<file path="src/rtl/uptimer_pkg.sv">
package uptimer_pkg;

    localparam logic [1:0] MODE_STOP = 2'b00;
    localparam logic [1:0] MODE_UP   = 2'b01;

    // control word bit positions
    localparam int CTL_MODE_LSB = 0;
    localparam int CTL_CLR_CNT  = 2;
    localparam int CTL_CMP_EN   = 3;
    localparam int CTL_OVF_EN   = 4;
    localparam int CTL_CMP_CLR  = 5;
    localparam int CTL_OVF_CLR  = 6;
    localparam int CTL_MIN_W    = 7;

    // flag indices
    localparam int FLAG_CMP = 0;
    localparam int FLAG_OVF = 1;
    localparam int NUM_FLAGS = 2;

    typedef struct packed {
        logic [1:0] mode;
        logic       cmp_en;
        logic       ovf_en;
    } ctrl_t;

endpackage

</file>
<file path="src/rtl/uptimer_count.sv">
module uptimer_count #(
    parameter int CNT_W = 16
) (
    input  logic             clk,
    input  logic             rst_n,
    input  logic             tick,
    input  logic             run,
    input  logic             zero_now,
    input  logic [CNT_W-1:0] period,
    output logic [CNT_W-1:0] cnt_q,
    output logic             cmp_evt,
    output logic             ovf_evt
);

    logic [CNT_W-1:0] cnt_d;
    logic [CNT_W-1:0] cnt_inc;
    logic             at_top;

    assign cnt_inc = cnt_q + CNT_W'(1);
    assign at_top  = (cnt_q == period);

    always_comb begin
        cnt_d   = cnt_q;
        cmp_evt = 1'b0;
        ovf_evt = 1'b0;
        if (zero_now) begin
            cnt_d = '0;
        end else if (tick && run) begin
            if (at_top) begin
                cnt_d   = '0;
                ovf_evt = 1'b1;
            end else begin
                cnt_d   = cnt_inc;
                cmp_evt = (cnt_inc == period);
            end
        end
    end

    always_ff @(posedge clk) begin
        if (!rst_n) cnt_q <= '0;
        else        cnt_q <= cnt_d;
    end

endmodule

</file>
<file path="src/rtl/uptimer_flag.sv">
module uptimer_flag (
    input  logic clk,
    input  logic rst_n,
    input  logic set,
    input  logic clr,
    output logic flag_q
);

    logic flag_d;

    always_comb begin
        flag_d = flag_q;
        if (clr) flag_d = 1'b0;
        if (set) flag_d = 1'b1;   // set outranks clear
    end

    always_ff @(posedge clk) begin
        if (!rst_n) flag_q <= 1'b0;
        else        flag_q <= flag_d;
    end

endmodule

</file>
<file path="src/rtl/uptimer.sv">
module uptimer
    import uptimer_pkg::*;
#(
    parameter int CNT_W = 16
) (
    input  logic             clk,
    input  logic             rst_n,
    input  logic             tick,
    input  logic             wr_en,
    input  logic             wr_sel,
    input  logic [CNT_W-1:0] wr_data,
    output logic [CNT_W-1:0] count,
    output logic             cmp_flag,
    output logic             ovf_flag,
    output logic             irq
);

    typedef struct packed {
        logic [CNT_W-1:0] period;
        ctrl_t            ctrl;
    } regs_t;

    regs_t regs_d, regs_q;

    logic                 per_wr, ctl_wr;
    logic                 zero_now, run;
    logic                 cmp_evt, ovf_evt;
    logic [NUM_FLAGS-1:0] flag_set, flag_clr, flag_en, flags;
    logic [CNT_W-1:0]     period_q;
    logic [1:0]           mode_q;

    assign per_wr = wr_en && !wr_sel;
    assign ctl_wr = wr_en && wr_sel;

    always_comb begin
        regs_d = regs_q;
        if (per_wr) regs_d.period = wr_data;
        if (ctl_wr) begin
            regs_d.ctrl.mode   = wr_data[CTL_MODE_LSB +: 2];
            regs_d.ctrl.cmp_en = wr_data[CTL_CMP_EN];
            regs_d.ctrl.ovf_en = wr_data[CTL_OVF_EN];
        end
    end

    always_ff @(posedge clk) begin
        if (!rst_n) begin
            regs_q.period      <= '0;
            regs_q.ctrl.mode   <= MODE_STOP;
            regs_q.ctrl.cmp_en <= 1'b0;
            regs_q.ctrl.ovf_en <= 1'b0;
        end else begin
            regs_q <= regs_d;
        end
    end

    assign run      = (regs_q.ctrl.mode == MODE_UP) && (regs_q.period != '0);
    assign zero_now = (ctl_wr && wr_data[CTL_CLR_CNT])
                   || (per_wr && (regs_q.period == '0) && (wr_data != '0));

    uptimer_count #(.CNT_W(CNT_W)) i_count (
        .clk      (clk),
        .rst_n    (rst_n),
        .tick     (tick),
        .run      (run),
        .zero_now (zero_now),
        .period   (regs_q.period),
        .cnt_q    (count),
        .cmp_evt  (cmp_evt),
        .ovf_evt  (ovf_evt)
    );

    always_comb begin
        flag_set           = '0;
        flag_clr           = '0;
        flag_en            = '0;
        flag_set[FLAG_CMP] = cmp_evt;
        flag_set[FLAG_OVF] = ovf_evt;
        flag_clr[FLAG_CMP] = ctl_wr && wr_data[CTL_CMP_CLR];
        flag_clr[FLAG_OVF] = ctl_wr && wr_data[CTL_OVF_CLR];
        flag_en[FLAG_CMP]  = regs_q.ctrl.cmp_en;
        flag_en[FLAG_OVF]  = regs_q.ctrl.ovf_en;
    end

    for (genvar g = 0; g < NUM_FLAGS; g++) begin : g_flag
        uptimer_flag i_flag (
            .clk    (clk),
            .rst_n  (rst_n),
            .set    (flag_set[g]),
            .clr    (flag_clr[g]),
            .flag_q (flags[g])
        );
    end

    assign cmp_flag = flags[FLAG_CMP];
    assign ovf_flag = flags[FLAG_OVF];
    assign irq      = |(flags & flag_en);

    assign period_q = regs_q.period;
    assign mode_q   = regs_q.ctrl.mode;

endmodule

</file>
<file path="config.mk">
export PLATFORM = sky130hd
export DESIGN_NAME = uptimer
export DESIGN_NICKNAME = d
export VERILOG_FILES = /design/src/rtl/uptimer_pkg.sv /design/src/rtl/uptimer_count.sv /design/src/rtl/uptimer_flag.sv /design/src/rtl/uptimer.sv
export SDC_FILE = /design/constraint.sdc
export NUM_CORES = 1
export LEC_CHECK = 0
export CORE_ASPECT_RATIO = 2
export CORE_MARGIN = 3
export CORE_UTILIZATION = 64
export CTS_BUF_LIST = sky130_fd_sc_hd__clkbuf_8
export CTS_CLUSTER_SIZE = 20
export DETAILED_ROUTE_END_ITERATION = 7
export DONT_BUFFER_PORTS = 1
export PLACE_DENSITY = 0.84
export SYNTH_ARGS = -nofsm -noshare
export SYNTH_HDL_FRONTEND = slang
export SYNTH_SLANG_ARGS = --single-unit
</file>
<file path="constraint.sdc">
create_clock -name clk -period 4.5 [get_ports clk]
set_input_delay 0.45 -clock clk [delete_from_list [all_inputs] [get_ports clk]]
set_output_delay 0.45 -clock clk [all_outputs]
set_load 0.05 [all_outputs]
</file>
After elaboration in Yosys (flattened, before gate mapping)
Index checks and enable logic that the tools add are counted.
{"block": "op_classes", "add_sub_neg": 1, "n_mux": 11, "reduce_logical": 18, "n_eq_ne": 3, "n_bitwise": 2}
{"op": "$eq 16x16->1", "n": 2}
{"op": "$reduce_bool 16->1", "n": 2}
{"op": "$add 16x1->16 const B", "n": 1}
{"op": "$logic_not 16->1", "n": 1}
{"op": "$mux 16", "n": 1}
{"op": "$mux 1", "n": 10}
{"op": "$logic_and 1x1->1", "n": 9}
{"op": "$reduce_bool 2->1", "n": 2}
{"op": "$reduce_or 2->1", "n": 2}
{"op": "$and 2x2->2", "n": 1}
{"op": "$eq 2x1->1 const B", "n": 1}
{"op": "$logic_not 1->1", "n": 1}
{"op": "$logic_or 1x1->1", "n": 1}
{"op": "$not 1->1", "n": 1}
{"block": "word_totals", "wordCells": 42, "out_inout_bits": 19, "in_bits": 21, "register_bits": 38}

Logic depth before layout (Yosys ltp)
Gate-level depths: netlist of the first run.
{"block": "logic_depth", "depth_word": 7, "mapped_depth": 8, "mapped_depth_nobuf": 7}

Cells and area by module
Synthesis of the first run repeated with hierarchy kept, for this count alone.
{"block": "unflattened", "cells_unflattened": 265, "area_unflattened_um2": 2309.7}
{"module": "uptimer_count", "area_each_um2": 1262.5, "cells_per_inst": 152, "n_inst": 1, "seq_area_each_um2": 320.3}
{"module": "uptimer", "area_each_um2": 964.7, "cells_per_inst": 107, "n_inst": 1, "seq_area_each_um2": 400.4}
{"module": "uptimer_flag", "area_each_um2": 41.3, "cells_per_inst": 3, "n_inst": 2, "seq_area_each_um2": 20.0}

Worst setup path after synthesis of the first run
No wires, ideal clock.
{"block": "synth_timing", "kind": "flip-flop to flip-flop", "from": "reg i_count.cnt_q[0]", "to": "reg i_count.cnt_q[6]", "setup_ps": 155, "stages_incl_launch_ff": 8, "required_ps": 4345, "t_arrival_ps": 2320, "setup_slack_ps": 2024, "synth_period_minus_slack_ps": 2476, "cell_sequence": "dfxtp_1 xor2_1 or4_4 nor4_4 buf_6 nor2_1 o21ai_1 a21oi_1"}
{"block": "synth_between", "elab_chain_len": 2, "word_cells_on_any_way": 3}
{"element": "from (decl)", "line_no": "uptimer_count.sv:10", "source": "output logic [CNT_W-1:0] cnt_q,"}
{"element": "from (signal assigned)", "line_no": "uptimer_count.sv:41", "source": "else cnt_q <= cnt_d;"}
{"element": "$add 16x1->16 or $eq 16x16->1 (tied branches)", "line_no": "uptimer_count.sv:19, uptimer_count.sv:20"}
{"element": "$mux 16 (*)", "line_no": "uptimer_count.sv:29", "source": "if (at_top) begin"}
Mark *: on every way between the ends. The rest lies on a longest branch, timed or not.
A chain may end at the register's enable or synchronous reset.

Worst setup path in the final report of the first run
{"block": "layout_timing", "from": "reg i_count.cnt_q[1]", "to": "reg g_flag[0].i_flag.flag_q"}
{"block": "layout_between", "elab_chain_len": 6, "word_cells_on_any_way": 8}
{"element": "$add 16x1->16", "line_no": "uptimer_count.sv:19", "source": "assign cnt_inc = cnt_q + CNT_W'(1);"}
{"element": "$eq 16x16->1", "line_no": "uptimer_count.sv:34", "source": "cmp_evt = (cnt_inc == period);"}
{"element": "$mux 1 (*)", "line_no": "uptimer_count.sv:29"}
{"element": "$mux 1 (*)", "line_no": "uptimer_count.sv:28", "source": "end else if (tick && run) begin"}
{"element": "$mux 1 (*)", "line_no": "uptimer_count.sv:26", "source": "if (zero_now) begin"}
{"element": "$mux 1 or $reduce_bool 2->1 (tied branches)"}
{"element": "to (signal assigned)", "line_no": "uptimer_flag.sv:19", "source": "else flag_q <= flag_d;"}
{"element": "to (decl)", "line_no": "uptimer_flag.sv:6", "source": "output logic flag_q"}
Marks and branches as above.

==> metrics.yaml, run 1 <==
fillCellCount: 280
hold_viol: 0
cts.htree.levels: 2
cts.repair.resized: 0
core_area_um2: 3453
ys_top_cells_by_count: "nand2_1, dfxtp_1, a21oi_1"
period_share: 0.7080
synthCells: 297
end_kind: "flop"
placed_cell_area_um2: 2328
grt_max_degree: 24
cts_buffers: 5
yosys_warnings: 0
crit_type: "reg -> reg"
busiest_layer: "met2"
synth_nets: 319
grt_usage: 0.2974
netlist_area_um2: 2325
postLayoutCoreUtil: 0.7051
use_met2: 0.5216
synth_top_family_by_area: "simple AND/OR/NAND/NOR gates"
synth.distinct_cells: 48
cpPeakStageDelay_ps: 790
gp_congestion: 0.9728
fin_skew_ps: 4.504
finalSetupTns_ps: 0
pwr-share-seq: 0.490
synth_edf_count: 0
cp_cell_sequence: "ha_1 > nand3_1 > nor4_1 > xnor2_1 > nor4_1 > nand4_1 > o41ai_1"
nets: 310
ir_drop_v: 0.0002886
status: "complete, no violations"
worstMarginPinSlew_ps: 1008
clk_pin_slew_worst_paths_ps: 70
drv_slew: 0
setup_viol: 0
grt_pass1_wl_mm: 10.32
drt_wl_total_mm: 6.163
n_antenna_cell: 0
drive_gt1_frac: 0.06920
start_util: 0.6732
netlist.area_leader.share: 0.3272
route.detailed.drc: 0
combPwrFrac: 0.118
fp.dieW_um: 48.62
max_freq_ghz: 0.3139
dieHeight_um: 91.23
worstPathArrival_ps: 3380
first_global_vias: 2162
cts_buffer_depth: 2
placement.io_buffers: 0
ys_ff_latch: 38
antenna_found_initial: 0
use_met3: 0.07225
netSwitchingPower_uw: 183.9
fin_crit_ps: 3186
vias_per_cell: 6.478
dp_hpwl_mm: 4.595
synth_simple_gate_area_frac: 0.3138
wl_per_cell_um: 18.29
cts_setup_buffers: 0
max_cap_violations: 0
syn_to_final_growth_pct: 4.736
required_ps: 4700
post-route-worst-setup-slack_ps: 1314
insertion_delay_ps: 300
pin_count: 40
seq_area_um2: 760.7
swShare: 0.2540
synth-adder-area-share: 0.005382
cpMaxStageDelayCell: "dfxtp_1"
leakage_nw: 0.8105
clkPwrFrac: 0.393
overflow: 0
synth_compound_area_frac: 0.1932
yosys.area_share.xor_xnor: 0.1017
cts_hold_buffers: 0
tritoncts: "built"
postRouteAntennaNets: 0
pre_cts_slack_ps: 1534
via_count: 2183
ys.flop_type: "dfxtp_1"
worstSetupStartpointType: "flop"
die_area_um2: 4435
critical_path_buf_inv_count: 0
p_int_uw: 540.3
p_per_area_nw_per_um2: 297.4
rsz0062_at_grt: "false"
slew_headroom: 0.3264
synth_most_common_cell: "nand2_1"
async_reset_ff_frac: 0
cts.sinks: 38
critPathMaxFanout: 8
clockRootBuffer: "clkbuf_8"
synth.largest_area_cell: "dfxtp_1"
design_area_um2: 2435
firstDrtPassIters: 4
rows: 30
hp-class: "in -> reg"
avgSynthCellArea_um2: 7.827
muxShareOfSynthArea: 0.01346
synthTopCellsByArea: "dfxtp_1, nand2_1, a21boi_0, xnor2_1, a21oi_1"
drtIter0Drc: 124
cpMostUsedCell: "nor4_1"
multi_input_area_um2: 1466
met1_usage: 0.3089
cp_top_family: "simple AND/OR/NAND/NOR gates"
ys_seq_area_frac: 0.3272
## state kept, by name (all words and copies together), names as in the netlist
| name | cells |
|---|---|
| i_count.cnt_q | 16 |
| mode_q | 2 |
| flag_en | 2 |
| g_flag.i_flag.flag_q | 2 |
| period_q | 16 |
## worst paths after layout
kind / from / depth (start not counted) / slack [ps] / to
setup reg to reg: i_count.cnt_q[1] / 7 / 1310 / g_flag[0].i_flag.flag_q
hold reg to reg: mode_q[1] / 2 / 470 / mode_q[1]
setup / recovery: i_count.cnt_q[1] / 7 / 1310 / g_flag[0].i_flag.flag_q
hold / removal: rst_n / 1 / 270 / g_flag[1].i_flag.flag_q
## routing by layer
layer  share of wire  wire length, µm
met5               0                0
met4           0.065              402
met3           0.074              455
met2            0.52             3177
met1            0.35             2128
## layout by cell type (no fill, tap or decap), drive strengths merged, types with 2 or more instances in the layout
cell and n:
nor2 17, or3 5, and3 4, mux2i 2, inv 3, xnor2 17, o211ai 2, nand2b 2
a21boi 21, nor4 12, nand3 10, nand2 50, xor2 10, a31oi 2, nand4 7, nor3 3
and4 4, nand4b 3, o21ai 17, nand3b 8, buf 5, clkbuf 5, dfxtp 38, a21oi 22
nor2b 3
## through the flow
stage | std cells | hold WS [ps] | total power, mW
CTS | 337 | 276.1 | 0.7222
global route | 337 | 277.8 | 0.7514
floorplan | 297 | 438.2 | 0.4325
global placement | 329 | 446.0 | 0.4442
finish | 337 | 272.1 | 0.7242
detailed placement | 329 | 454.5 | 0.4461
## power by group through the flow
stage	Clock, mW	Combinational, mW	Sequential, mW
floorplan	0	0.0725	0.360
global placement	0	0.0824	0.362
detailed placement	0	0.0840	0.362
CTS	0.283	0.0849	0.354
global route	0.301	0.0956	0.355
finish	0.284	0.0852	0.355
## cell families after synthesis
logic type	Yosys count
AOI/OAI and AO/OA	72
DFF	38
and+or+nand+nor	134
xor gates and xnor gates	27
muxes	3
adders and majority gates	1
buffers and inverters	22
## layout make-up
type,instances,share of cell area
Clock inverter,3,0.01542
Inverter,1,0.001542
Sequential cell,38,0.3124
Clock buffer,5,0.02826
Tap cell,48,0.02467
Multi-Input combinational cell,237,0.6023
Timing Repair Buffer,5,0.01542
No activity file was read; power rests on OpenSTA's default activity.
==> run 2, diff against run 1 <==
ABC_AREA = 1   (was not set)
CORE_UTILIZATION = 59   (was 64)
PLACE_DENSITY = 0.82   (was 0.84)
clock period = 2.64 ns   (was 4.5 ns; I/O delays follow)
==> metrics.yaml, run 2 <==
status: "complete, no violations"
netSwitchingPower_uw: 334.8  # +82%
ys_seq_area_frac: 0.3225  # -0.004687
finalPower_mw: 1.261  # +74%
yosys.area_share.xor_xnor: 0.09602  # -0.005701
whs_ps: 102.9  # -169.3 ps
dp_hpwl_mm: 5.003  # +8.9%
fp.dieW_um: 50.71  # +4.3%
cts_setup_buffers: 0  # unchanged
placed_cell_area_um2: 2512  # +7.9%
grt_usage: 0.2885  # -0.008887
clk_pin_slew_worst_paths_ps: 80  # about the same
wl_per_cell_um: 14.48  # -21%
design_area_um2: 2623  # +7.7%
crit_type: "reg -> reg"
cts.repair.resized: 0  # unchanged
hp-class: "in -> reg"
placement.io_buffers: 0  # unchanged
period_share: 0.7002  # -0.007825
overflow: 0  # unchanged
fin_crit_ps: 1849  # -1338 ps
synth_edf_count: 0  # unchanged
via_count: 2430  # +11%
n_antenna_cell: 0  # unchanged
ir_drop_v: 0.0005175  # +79%
grt_max_degree: 25  # +4.2%
syn_to_final_growth_pct: 11.19
yosys_warnings: 0  # unchanged
ys_top_cells_by_count: "nand2_1, nor2_1, inv_1"
p_int_uw: 926.4  # +71%
required_ps: 2830  # -1870 ps
netlist.area_leader.share: 0.3225  # -0.004687
final_common_cell: "nand2_1"
insertion_delay_ps: 300  # about the same
gp_congestion: 0.9963  # +2.4%
first_global_vias: 2396  # +11%
dieHeight_um: 95.42  # +4.6%
worstMarginPinSlew_ps: 565.2  # -443.1 ps
synth_nets: 388  # +22%
synth_simple_gate_area_frac: 0.3538  # +0.04007
drtIter0Drc: 108  # -13%
synthCells: 366  # +23%
place_inst: 425  # +29%
synth_top_family_by_area: "simple AND/OR/NAND/NOR gates"
synth.distinct_cells: 30  # -38%
rsz0062_at_grt: "false"
avgSynthCellArea_um2: 6.444  # -18%
route.detailed.drc: 0  # unchanged
postLayoutCoreUtil: 0.7043  # -0.0007710
combPwrFrac: 0.118  # about the same
synth_compound_area_frac: 0.1279  # -0.06537
async_reset_ff_frac: 0  # unchanged
finalSetupTns_ps: 0  # unchanged
worstPathArrival_ps: 2040  # -1340 ps
instances_no_fill: 433  # +28%
clockRootBuffer: "clkbuf_8"
synth_most_common_cell: "nand2_1"
nets: 405  # +31%
muxShareOfSynthArea: 0  # -0.01346
drive_gt1_frac: 0.1224  # +0.05319
slew_headroom: 0.6227  # +0.2963
clkPwrFrac: 0.394  # about the same
pre_cts_slack_ps: 834.0  # -700.2 ps
leakage_nw: 1.139  # +41%
vias_per_cell: 5.612  # -13%
end_kind: "flop"
fillCellCount: 328  # +17%
ys_ff_latch: 38  # unchanged
rows: 31  # +3.3%
core_area_um2: 3724  # +7.8%
final_cell_mix: "nand2_1, nor2_1, inv_1, dfxtp_1"
cts.htree.levels: 2  # unchanged
cts_buffers: 5  # unchanged
drv_slew: 0  # unchanged
swShare: 0.2655  # +0.01149
grt_pass1_wl_mm: 10.43  # +1.1%
fin_skew_ps: 5.251  # +0.7464 ps
die_area_um2: 4838  # +9.1%
post-route-worst-setup-slack_ps: 791.5  # -522.4 ps
netlist_area_um2: 2359  # +1.5%
synthTopCellsByArea: "dfxtp_1, nand2_1, nor2_1, inv_1, xnor2_1"
cts.sinks: 38  # unchanged
cts_buffer_depth: 2  # unchanged
ys.flop_type: "dfxtp_1"
setup_viol: 0  # unchanged
worstSetupStartpointType: "flop"
firstDrtPassIters: 5  # +1
pwr-share-seq: 0.488  # -0.002
p_per_area_nw_per_um2: 480.9  # +62%
start_util: 0.6334  # -0.03979
max_cap_violations: 0  # unchanged
pin_count: 40  # unchanged
postRouteAntennaNets: 0  # unchanged
cts_hold_buffers: 0  # unchanged
tritoncts: "built"
hold_viol: 0  # unchanged
max_freq_ghz: 0.5410  # +72%
synth-adder-area-share: 0.005305  # -0.00007709
antenna_found_initial: 0  # unchanged
critPathMaxFanout: 9  # +1
drt_wl_total_mm: 6.269  # +1.7%
synth.largest_area_cell: "dfxtp_1"
run 2: logic make-up (layout without fill, tap and decap cells):
kind of cell | after synthesis | count (layout)
buffers and inverters | 57 | 75
AOI/OAI and AO/OA | 56 | 56
and+or+nand+nor | 189 | 189
xor gates and xnor gates | 25 | 25
DFF | 38 | 38
adders and majority gates | 1 | 1
run 2: critical path, cell delays in order (launching register included):
cell     delay, ps
dfxtp_1        300
buf_4          200
xnor2_1        300
nand2_1         90
nor2_1         120
nand2_1         70
nor2_1         210
nand2_1        170
nand2_2        200
nor2_1          80
run 2: power by group through the flow:
stage | clock network [mW] | logic [mW] | registers (mW)
2_1_floorplan | 0 | 0.116 | 0.626
3_3_place_gp | 0 | 0.144 | 0.628
3_5_place_dp | 0 | 0.146 | 0.629
4_1_cts | 0.499 | 0.148 | 0.615
5_1_grt | 0.523 | 0.169 | 0.619
6_report | 0.497 | 0.149 | 0.616
run 2: worst paths after layout:
kind              slack, ps  cells after the start               from                 to
hold / removal          100                      2              rst_n          mode_q[1]
setup / recovery        790                      9  i_count.cnt_q[11]  i_count.cnt_q[11]
hold reg to reg         460                      2          mode_q[0]          mode_q[0]
setup reg to reg        790                      9  i_count.cnt_q[11]  i_count.cnt_q[11]
run 2: per-layer routing:
metal / vias to the layer above / GRT usage / part of all wire
met2: 136 / 0.5371 / 0.53
met1: 1068 / 0.2838 / 0.34
met5: - / 0 / 0
li1: 1184 / - / -
met4: 0 / 0.1775 / 0.058
met3: 42 / 0.05477 / 0.067
run 2: final cells by class:
cell class	count	area [µm²]	area share
inverters	50	187.7	0.07156
multi-input cells	271	1375	0.5243
clock inverters	3	41.29	0.01574
clock buffers	5	68.82	0.02624
well taps	49	61.31	0.02338
flip-flops and latches	38	760.7	0.2901
repair buffers	17	127.6	0.04866
